## config.mk

```make
export PLATFORM = sky130hd
export DESIGN_NAME = mgpio_port
export DESIGN_NICKNAME = d
export VERILOG_FILES = /design/src/rtl/mgpio_pkg.sv /design/src/rtl/mgpio_sync.sv /design/src/rtl/mgpio_pin_ctrl.sv /design/src/rtl/mgpio_irq.sv /design/src/rtl/mgpio_port.sv
export SDC_FILE = /design/constraint.sdc
export NUM_CORES = 1
export LEC_CHECK = 0
export ABC_CLOCK_PERIOD_IN_PS = 1800
export BUFFER_PORTS_ARGS = -buffer_cell sky130_fd_sc_hd__buf_2
export CORE_ASPECT_RATIO = 1.1
export CORE_UTILIZATION = 55
export DETAILED_ROUTE_END_ITERATION = 8
export PLACE_DENSITY_LB_ADDON = 0.05
export SKIP_LAST_GASP = 1
export SLEW_MARGIN = 30
export SYNTH_ARGS = -nofsm -noshare
export SYNTH_HDL_FRONTEND = slang
export SYNTH_SLANG_ARGS = --single-unit
```

## constraint.sdc

```tcl
create_clock -name clk -period 1.8 [get_ports clk]
set_clock_uncertainty 0.15 [all_clocks]
set_input_delay 0.09 -clock clk [delete_from_list [all_inputs] [get_ports clk]]
set_output_delay 0.09 -clock clk [all_outputs]
set_load 0.05 [all_outputs]
```

## src/rtl/mgpio_pkg.sv

```systemverilog
package mgpio_pkg;

  typedef enum logic [2:0] {
    PM_OUT,
    PM_IN,
    PM_ODRAIN,
    PM_OSRC,
    PM_PARK,
    PM_EDGE
  } pin_mode_e;

  localparam int ADR_LVL  = 0;
  localparam int ADR_DIR  = 1;
  localparam int ADR_SEL1 = 2;
  localparam int ADR_SEL2 = 3;
  localparam int ADR_CLR  = 4;

  // Mode selection from the four per-pin bits.
  function automatic pin_mode_e decode_mode(logic lvl, logic dir, logic s1, logic s2);
    pin_mode_e m;
    case ({s2, s1, dir})
      3'b000:  m = PM_OUT;
      3'b001:  m = PM_IN;
      3'b010:  m = PM_ODRAIN;
      3'b011:  m = PM_OSRC;
      3'b100:  m = lvl ? PM_EDGE : PM_PARK;
      default: m = PM_IN;
    endcase
    return m;
  endfunction

  // Returns {enable, value} for the pad driver.
  function automatic logic [1:0] drive_of(pin_mode_e m, logic lvl);
    logic [1:0] r;
    case (m)
      PM_OUT:    r = {1'b1, lvl};
      PM_ODRAIN: r = {~lvl, 1'b0};
      PM_OSRC:   r = {lvl, 1'b1};
      default:   r = 2'b00;
    endcase
    return r;
  endfunction

endpackage

```

## src/rtl/mgpio_sync.sv

```systemverilog
module mgpio_sync #(
  parameter int W = 8
) (
  input  logic         clk,
  input  logic         rst_n,
  input  logic [W-1:0] async_in,
  output logic [W-1:0] sync_out
);
  logic [W-1:0] meta_q;
  logic [W-1:0] sync_q;

  always_ff @(posedge clk or negedge rst_n) begin
    if (!rst_n) begin
      meta_q <= '0;
      sync_q <= '0;
    end else begin
      meta_q <= async_in;
      sync_q <= meta_q;
    end
  end

  assign sync_out = sync_q;
endmodule

```

## src/rtl/mgpio_pin_ctrl.sv

```systemverilog
module mgpio_pin_ctrl
  import mgpio_pkg::*;
#(
  parameter int W = 8
) (
  input  logic [W-1:0] lvl_bits,
  input  logic [W-1:0] dir_bits,
  input  logic [W-1:0] sel1_bits,
  input  logic [W-1:0] sel2_bits,
  output logic [W-1:0] drv_val,
  output logic [W-1:0] drv_en,
  output logic [W-1:0] edge_mode
);
  for (genvar i = 0; i < W; i++) begin : g_pin
    pin_mode_e  mode_w;
    logic [1:0] drv_w;
    assign mode_w       = decode_mode(lvl_bits[i], dir_bits[i], sel1_bits[i], sel2_bits[i]);
    assign drv_w        = drive_of(mode_w, lvl_bits[i]);
    assign drv_en[i]    = drv_w[1];
    assign drv_val[i]   = drv_w[0];
    assign edge_mode[i] = (mode_w == PM_EDGE);
  end
endmodule

```

## src/rtl/mgpio_irq.sv

```systemverilog
module mgpio_irq #(
  parameter int W = 8
) (
  input  logic         clk,
  input  logic         rst_n,
  input  logic [W-1:0] sync_lvl,
  input  logic [W-1:0] edge_mode,
  input  logic [W-1:0] clr_mask,
  output logic [W-1:0] edge_ev,
  output logic [W-1:0] pend
);
  logic [W-1:0] prev_q;
  logic [W-1:0] pend_q;

  assign edge_ev = sync_lvl ^ prev_q;

  always_ff @(posedge clk or negedge rst_n) begin
    if (!rst_n) begin
      prev_q <= '0;
      pend_q <= '0;
    end else begin
      prev_q <= sync_lvl;
      // a fresh edge outranks a clear in the same cycle
      pend_q <= (edge_ev & edge_mode) | (pend_q & ~clr_mask);
    end
  end

  assign pend = pend_q;
endmodule

```

## src/rtl/mgpio_port.sv

```systemverilog
module mgpio_port
  import mgpio_pkg::*;
#(
  parameter int W  = 8,
  parameter int AW = 3
) (
  input  logic          clk,
  input  logic          rst_n,
  input  logic          bus_wr,
  input  logic [AW-1:0] bus_addr,
  input  logic [W-1:0]  bus_wdata,
  output logic [W-1:0]  bus_rdata,
  input  logic [W-1:0]  pad_in,
  output logic [W-1:0]  pad_out,
  output logic [W-1:0]  pad_oe,
  output logic [W-1:0]  irq_flags,
  output logic          irq
);
  logic [W-1:0] lvl_q, dir_q, sel1_q, sel2_q;
  logic [W-1:0] sync_lvl;
  logic [W-1:0] edge_mode;
  logic [W-1:0] edge_ev;
  logic [W-1:0] clr_mask;

  always_ff @(posedge clk or negedge rst_n) begin
    if (!rst_n) begin
      lvl_q  <= '0;
      dir_q  <= '1;
      sel1_q <= '0;
      sel2_q <= '0;
    end else if (bus_wr) begin
      if (bus_addr == AW'(ADR_LVL))  lvl_q  <= bus_wdata;
      if (bus_addr == AW'(ADR_DIR))  dir_q  <= bus_wdata;
      if (bus_addr == AW'(ADR_SEL1)) sel1_q <= bus_wdata;
      if (bus_addr == AW'(ADR_SEL2)) sel2_q <= bus_wdata;
    end
  end

  assign clr_mask = (bus_wr && bus_addr == AW'(ADR_CLR)) ? bus_wdata : '0;

  always_comb begin
    bus_rdata = '0;
    if      (bus_addr == AW'(ADR_LVL))  bus_rdata = sync_lvl;
    else if (bus_addr == AW'(ADR_DIR))  bus_rdata = dir_q;
    else if (bus_addr == AW'(ADR_SEL1)) bus_rdata = sel1_q;
    else if (bus_addr == AW'(ADR_SEL2)) bus_rdata = sel2_q;
    else if (bus_addr == AW'(ADR_CLR))  bus_rdata = irq_flags;
  end

  mgpio_sync #(.W(W)) u_sync (
    .clk      (clk),
    .rst_n    (rst_n),
    .async_in (pad_in),
    .sync_out (sync_lvl)
  );

  mgpio_pin_ctrl #(.W(W)) u_pins (
    .lvl_bits  (lvl_q),
    .dir_bits  (dir_q),
    .sel1_bits (sel1_q),
    .sel2_bits (sel2_q),
    .drv_val   (pad_out),
    .drv_en    (pad_oe),
    .edge_mode (edge_mode)
  );

  mgpio_irq #(.W(W)) u_irq (
    .clk       (clk),
    .rst_n     (rst_n),
    .sync_lvl  (sync_lvl),
    .edge_mode (edge_mode),
    .clr_mask  (clr_mask),
    .edge_ev   (edge_ev),
    .pend      (irq_flags)
  );

  assign irq = |irq_flags;
endmodule

```

# Word level (Yosys, flattened, before mapping)
# Index checks and enable logic that the tools add are counted.
[totals] output_inout_bits=33 input_bits=22 regBits=64 word_cells=126
[op_classes] eq_ne=52 bitwise_logic=13 reduce_logical=23 mux=30
[op_table] operator="== test 3 x 2 -> 1 bit, second input constant" count=34
[op_table] operator="one-hot mux 3 bit (4 select lines)" count=8
[op_table] operator="== test 3 bit, second input constant" count=17
[op_table] operator="zero test 3 bit" count=17
[op_table] operator="2-to-1 mux 8 bit" count=6
[op_table] operator="one-hot mux 2 bit (3 select lines)" count=8
[op_table] operator="AND 8 bit" count=2
[op_table] operator="2-to-1 mux 1 bit" count=8
[op_table] operator="inverter 1 bit" count=8
[op_table] operator="inverter 8 bit" count=1
[op_table] operator="OR 8 bit" count=1
[op_table] operator="AND reduction 2 bit" count=4
[op_table] operator="OR reduction 8 bit" count=1
[op_table] operator="bitwise XOR 8 bit" count=1
[op_table] operator="== test 3 x 1 -> 1 bit, second input constant" count=1
[op_table] operator="logical AND 1 bit" count=1

# Depth between registers and ports, before layout
[logic_depth] ltp_word=6 depth_mapped=5 mapped_depth_nobuf=3

# Modules after synthesis
# Synthesis repeated with hierarchy kept, for this count alone.
[hier_totals] cells_unflattened=246 hier_area_um2=3100.5
[by_module_without_submodules] module="mgpio_port" cells_each=134 seq_area_each_um2=810.8 instances=1 area_each_um2=1739.2
[by_module_without_submodules] module="mgpio_irq" cells_each=40 seq_area_each_um2=400.4 instances=1 area_each_um2=570.5
[by_module_without_submodules] module="mgpio_sync" cells_each=16 seq_area_each_um2=400.4 instances=1 area_each_um2=400.4
[by_module_without_submodules] module="mgpio_pin_ctrl" cells_each=56 seq_area_each_um2=0.0 instances=1 area_each_um2=390.4

# Worst setup path before layout
# No wires, ideal clock.
[synth_path] path_type="reg-to-output" start="reg dir_q[4]" end="out bus_rdata[4]" slack_ns=-0.025 arrival_time_ns=1.585 required_ns=1.560 path_buffers=0 path_stages_with_launch=4 cell_sequence="dfstp_2 mux4_2 nor2_1 a21oi_1"
[synth_between] elab_chain_cells=2
[synth_lines] element="start, declared" line_no="mgpio_port.sv:19" rtl="logic [W-1:0] lvl_q, dir_q, sel1_q, sel2_q;"
[synth_lines] element="start signal, assigned" line_no="mgpio_port.sv:33" rtl="if (bus_addr == AW'(ADR_DIR)) dir_q <= bus_wdata;"
[synth_lines] element="2-to-1 mux 8 bit" line_no="mgpio_port.sv:44" rtl="else if (bus_addr == AW'(ADR_DIR)) bus_rdata = dir_q;"
[synth_lines] element="2-to-1 mux 8 bit" line_no="mgpio_port.sv:43" rtl="if (bus_addr == AW'(ADR_LVL)) bus_rdata = sync_lvl;"
[synth_lines] element="end, declared" line_no="mgpio_port.sv:12" rtl="output logic [W-1:0] bus_rdata,"
# No other way between the ends.

# Final worst setup path
[layout_path] start="reg dir_q[7]" end="out bus_rdata[7]"
# The elaborated chain is that of the path after synthesis.

==> impl_results.md <==
- Status: finished clean
- Commonest non-fill, non-tap cell in the layout: dfrtp_1
- Share of layout cells above drive strength 1: 42.8%
- Final slew viol count: 0
- Multi-input combinational cell area: 1340 um2
- Placed Area: 3430 um2
- Die Wd: 72.3 um
- RSZ-0062 raised after global routing: yes
- Core Area: 5100 um2
- Critical Path RT: 1.56 ns
- Worst hold margin: 0.126 ns
- Synth cell types: 31
- Initial drt markers: 125
- DP HPWL: 4550 um
- Fmax: 0.562 GHz
- Yosys reg bits: 64
- Syn Inst Count: 235
- Setup Viol. Count Final: 0
- NumNets Final: 358
- Static leakage: 1.81 nW
- Fillers: 371
- Via count: 2,248
- Max-slew headroom: 63.6%
- Critical path buffers and inverters: 1
- DRT Pass-1 Iters: 4
- Die area: 5730 um2
- Global route total overflow: 0
- Max Fanout on Critical Path: 4
- Syn Nets: 257
- Crit path DAT: 1.54 ns
- Largest net degree at the start of global routing: 43
- Root Buffer: clkbuf_8
- Pwr Total: 5.18 mW
- Reg2reg path depth: 3
- R2r endpoint: u_irq.pend[3]$_DFF_PN0_
- Initial Util: 58.6%
- Critical path type: reg -> out
- Sw Pwr: 2.12 mW
- Avg Vias per Cell: 5.44
- Reg2reg start: dir_q[3]$_DFFE_PN1P_
- CTS tree: yes
- H-tree levels: 3
- R2r setup slk: 0.58 ns
- Final Cell Area: 3880 um2
- Clock share of power: 20.9%
- CP endpoint kind: output pin
- Worst min path class: in -> async
- Worst vdd ir: 822 uV
- GRT Util Overall: 25.4%
- Final worst path period need: 1.78 ns
- Tightest Pin Transition: 0.546 ns
- Comb pwr share: 38.7%
- Layout area overhead: 29.9%
- YS warnings: 0
- Max cap viols: 0
- Pwr per Cell Area: 1330 nW/um2
- PortBufs: 54
- CP top delay family: flip-flops
- Reg clk slew, reported paths: 0.07 ns
- Internal: 3.06 mW
- Initial antenna violation count: 0
- Clock latency on the worst-skew pair: 0.34 ns
- Clock Sinks: 64
- Synthesized area: 2990 um2
- Hold Fails Final Rpt: 0
- Reg power frac: 40.4%
- Drc violations: 0
- First-pass GRT wire length: 10,700 um
- Synth Area per Inst: 12.7 um2
- Post-DRT Antenna Nets: 0
- Most frequent cells in the layout: dfrtp_1, buf_2, buf_4
- Crit start category: flip-flop
- Gpl congestion: 0.822
- Vias in the first global route: 2,140
- Reg area: 1610 um2
- Final Routed Wirelength: 6650 um
- Row count: 27
- Tcrit/Tclk final: 98.8%
- Sw Share: 40.9%
- Diodes inserted: 0
- Max Root-Sink Buffers: 2
- Die outline height: 79.3 um
- Worst path max stage delay: 0.56 ns
- Post-synthesis sequential area ratio: 53.9%
- Slowest cell on crit path: dfstp_2
- CP Cell Sequence: mux2i_1 -> a2bb2oi_1 -> o22ai_1 -> buf_4
- CTS Buf Count: 9
- WL/cell: 16.1 um
- I/O pin count: 55
-- per-stage QoR --
stage / worst slack, ns / std cells / util [%] / TNS [ns]
floorplan: 0.00226 / 235 / - / 0
global placement: 0.214 / 369 / 67.2 / 0
detailed placement: 0.170 / 369 / 67.2 / 0
CTS: -0.0117 / 410 / 75.6 / -0.0117
global route: -0.0312 / 413 / 76.1 / -0.0788
finish: 0.0221 / 413 / 76.1 / 0
-- worst min-delay path, stage by stage --
cell and delay [ns]:
dlygate4sd3_1 0.52, buf_2 0.11, buf_4 0.28
-- power by group through the flow --
stage / combinational [mW] / clock (mW) / sequential (mW)
6_report: 2.00 / 1.08 / 2.09
5_1_grt: 2.12 / 1.16 / 2.13
4_1_cts: 1.99 / 1.12 / 2.08
3_5_place_dp: 1.85 / 0 / 2.13
3_3_place_gp: 1.81 / 0 / 2.13
2_1_floorplan: 1.16 / 0 / 2.34
-- synthesized netlist by cell type (all sizes together) --
library cell | n | area share [%]
nor3b | 8 | 2.0
nor2b | 2 | 0.42
a22o | 8 | 2.3
nor4bb | 9 | 3.0
mux2i | 10 | 3.4
mux2 | 34 | 14
o211a | 2 | 0.67
xor2 | 8 | 2.3
or2 | 1 | 0.21
a32oi | 1 | 0.29
nor2 | 20 | 2.6
dfrtp | 56 | 47
mux4 | 1 | 0.75
a2bb2oi | 6 | 1.8
clkbuf | 1 | 0.13
o22ai | 6 | 1.3
dfstp | 8 | 7.0
nand2b | 3 | 0.88
nand2 | 19 | 2.4
buf | 7 | 1.6
xnor2 | 8 | 2.3
o32a | 1 | 0.34
nor3 | 2 | 1.1
nor4 | 2 | 0.42
a21oi | 12 | 2.0
-- routing by layer --
metal  vias up  GRT usage [%]  wire length [um]
met4         0           12.4               168
met2        63           40.2              3230
met1      1114           34.0              3030
met3        15           4.31               219
li1       1056              -                 -
met5         -              0                 0
-- worst max-delay path by stage --
stage                                       start                       to  slack, ns  cells after the start
after CTS                    dir_q[7]$_DFFE_PN1P_             bus_rdata[7]      -0.01                      4
after floorplan           u_irq.pend[0]$_DFF_PN0_             bus_rdata[0]      0.002                      2
after global placement                bus_addr[0]     dir_q[4]$_DFFE_PN1P_       0.21                      6
after global routing        sel1_q[5]$_DFFE_PN0P_             bus_rdata[5]      -0.03                      4
after detailed placement              bus_addr[0]  u_irq.pend[5]$_DFF_PN0_       0.17                      6
final                        dir_q[7]$_DFFE_PN1P_             bus_rdata[7]       0.02                      4
-- flip-flops by register name, indices dropped and copies added, names as in the netlist --
register,flops
dir_q,8
u_irq.prev_q,8
u_irq.pend,8
lvl_q,8
u_sync.meta_q,8
sel2_q,8
sel1_q,8
u_sync.sync_out,8
-- cells by family after synthesis --
logic type | Yosys count | share of synthesized area, %
compound gates | 36 | 8.67
xor+xnor | 16 | 4.69
buf+inv | 8 | 1.76
flops | 64 | 53.9
mux | 45 | 17.9
simple gates | 66 | 13.0
-- area by class of cell --
cell class / count / share of cell area [%]
clock buffers: 13 / 4.09
clock inverters: 3 / 0.451
multi-input cells: 163 / 34.4
flip-flops and latches: 64 / 41.5
well taps: 72 / 2.32
repair buffers: 98 / 17.2
-- repair_timing --
item                       CTS  global route
resized for setup            9             3
hold endpoints to repair   107             0
hold buffers                17             0
setup buffers                8             3
setup endpoints to repair    7             7
pin swaps                    0             1
No activity file was read; power rests on OpenSTA's default activity.
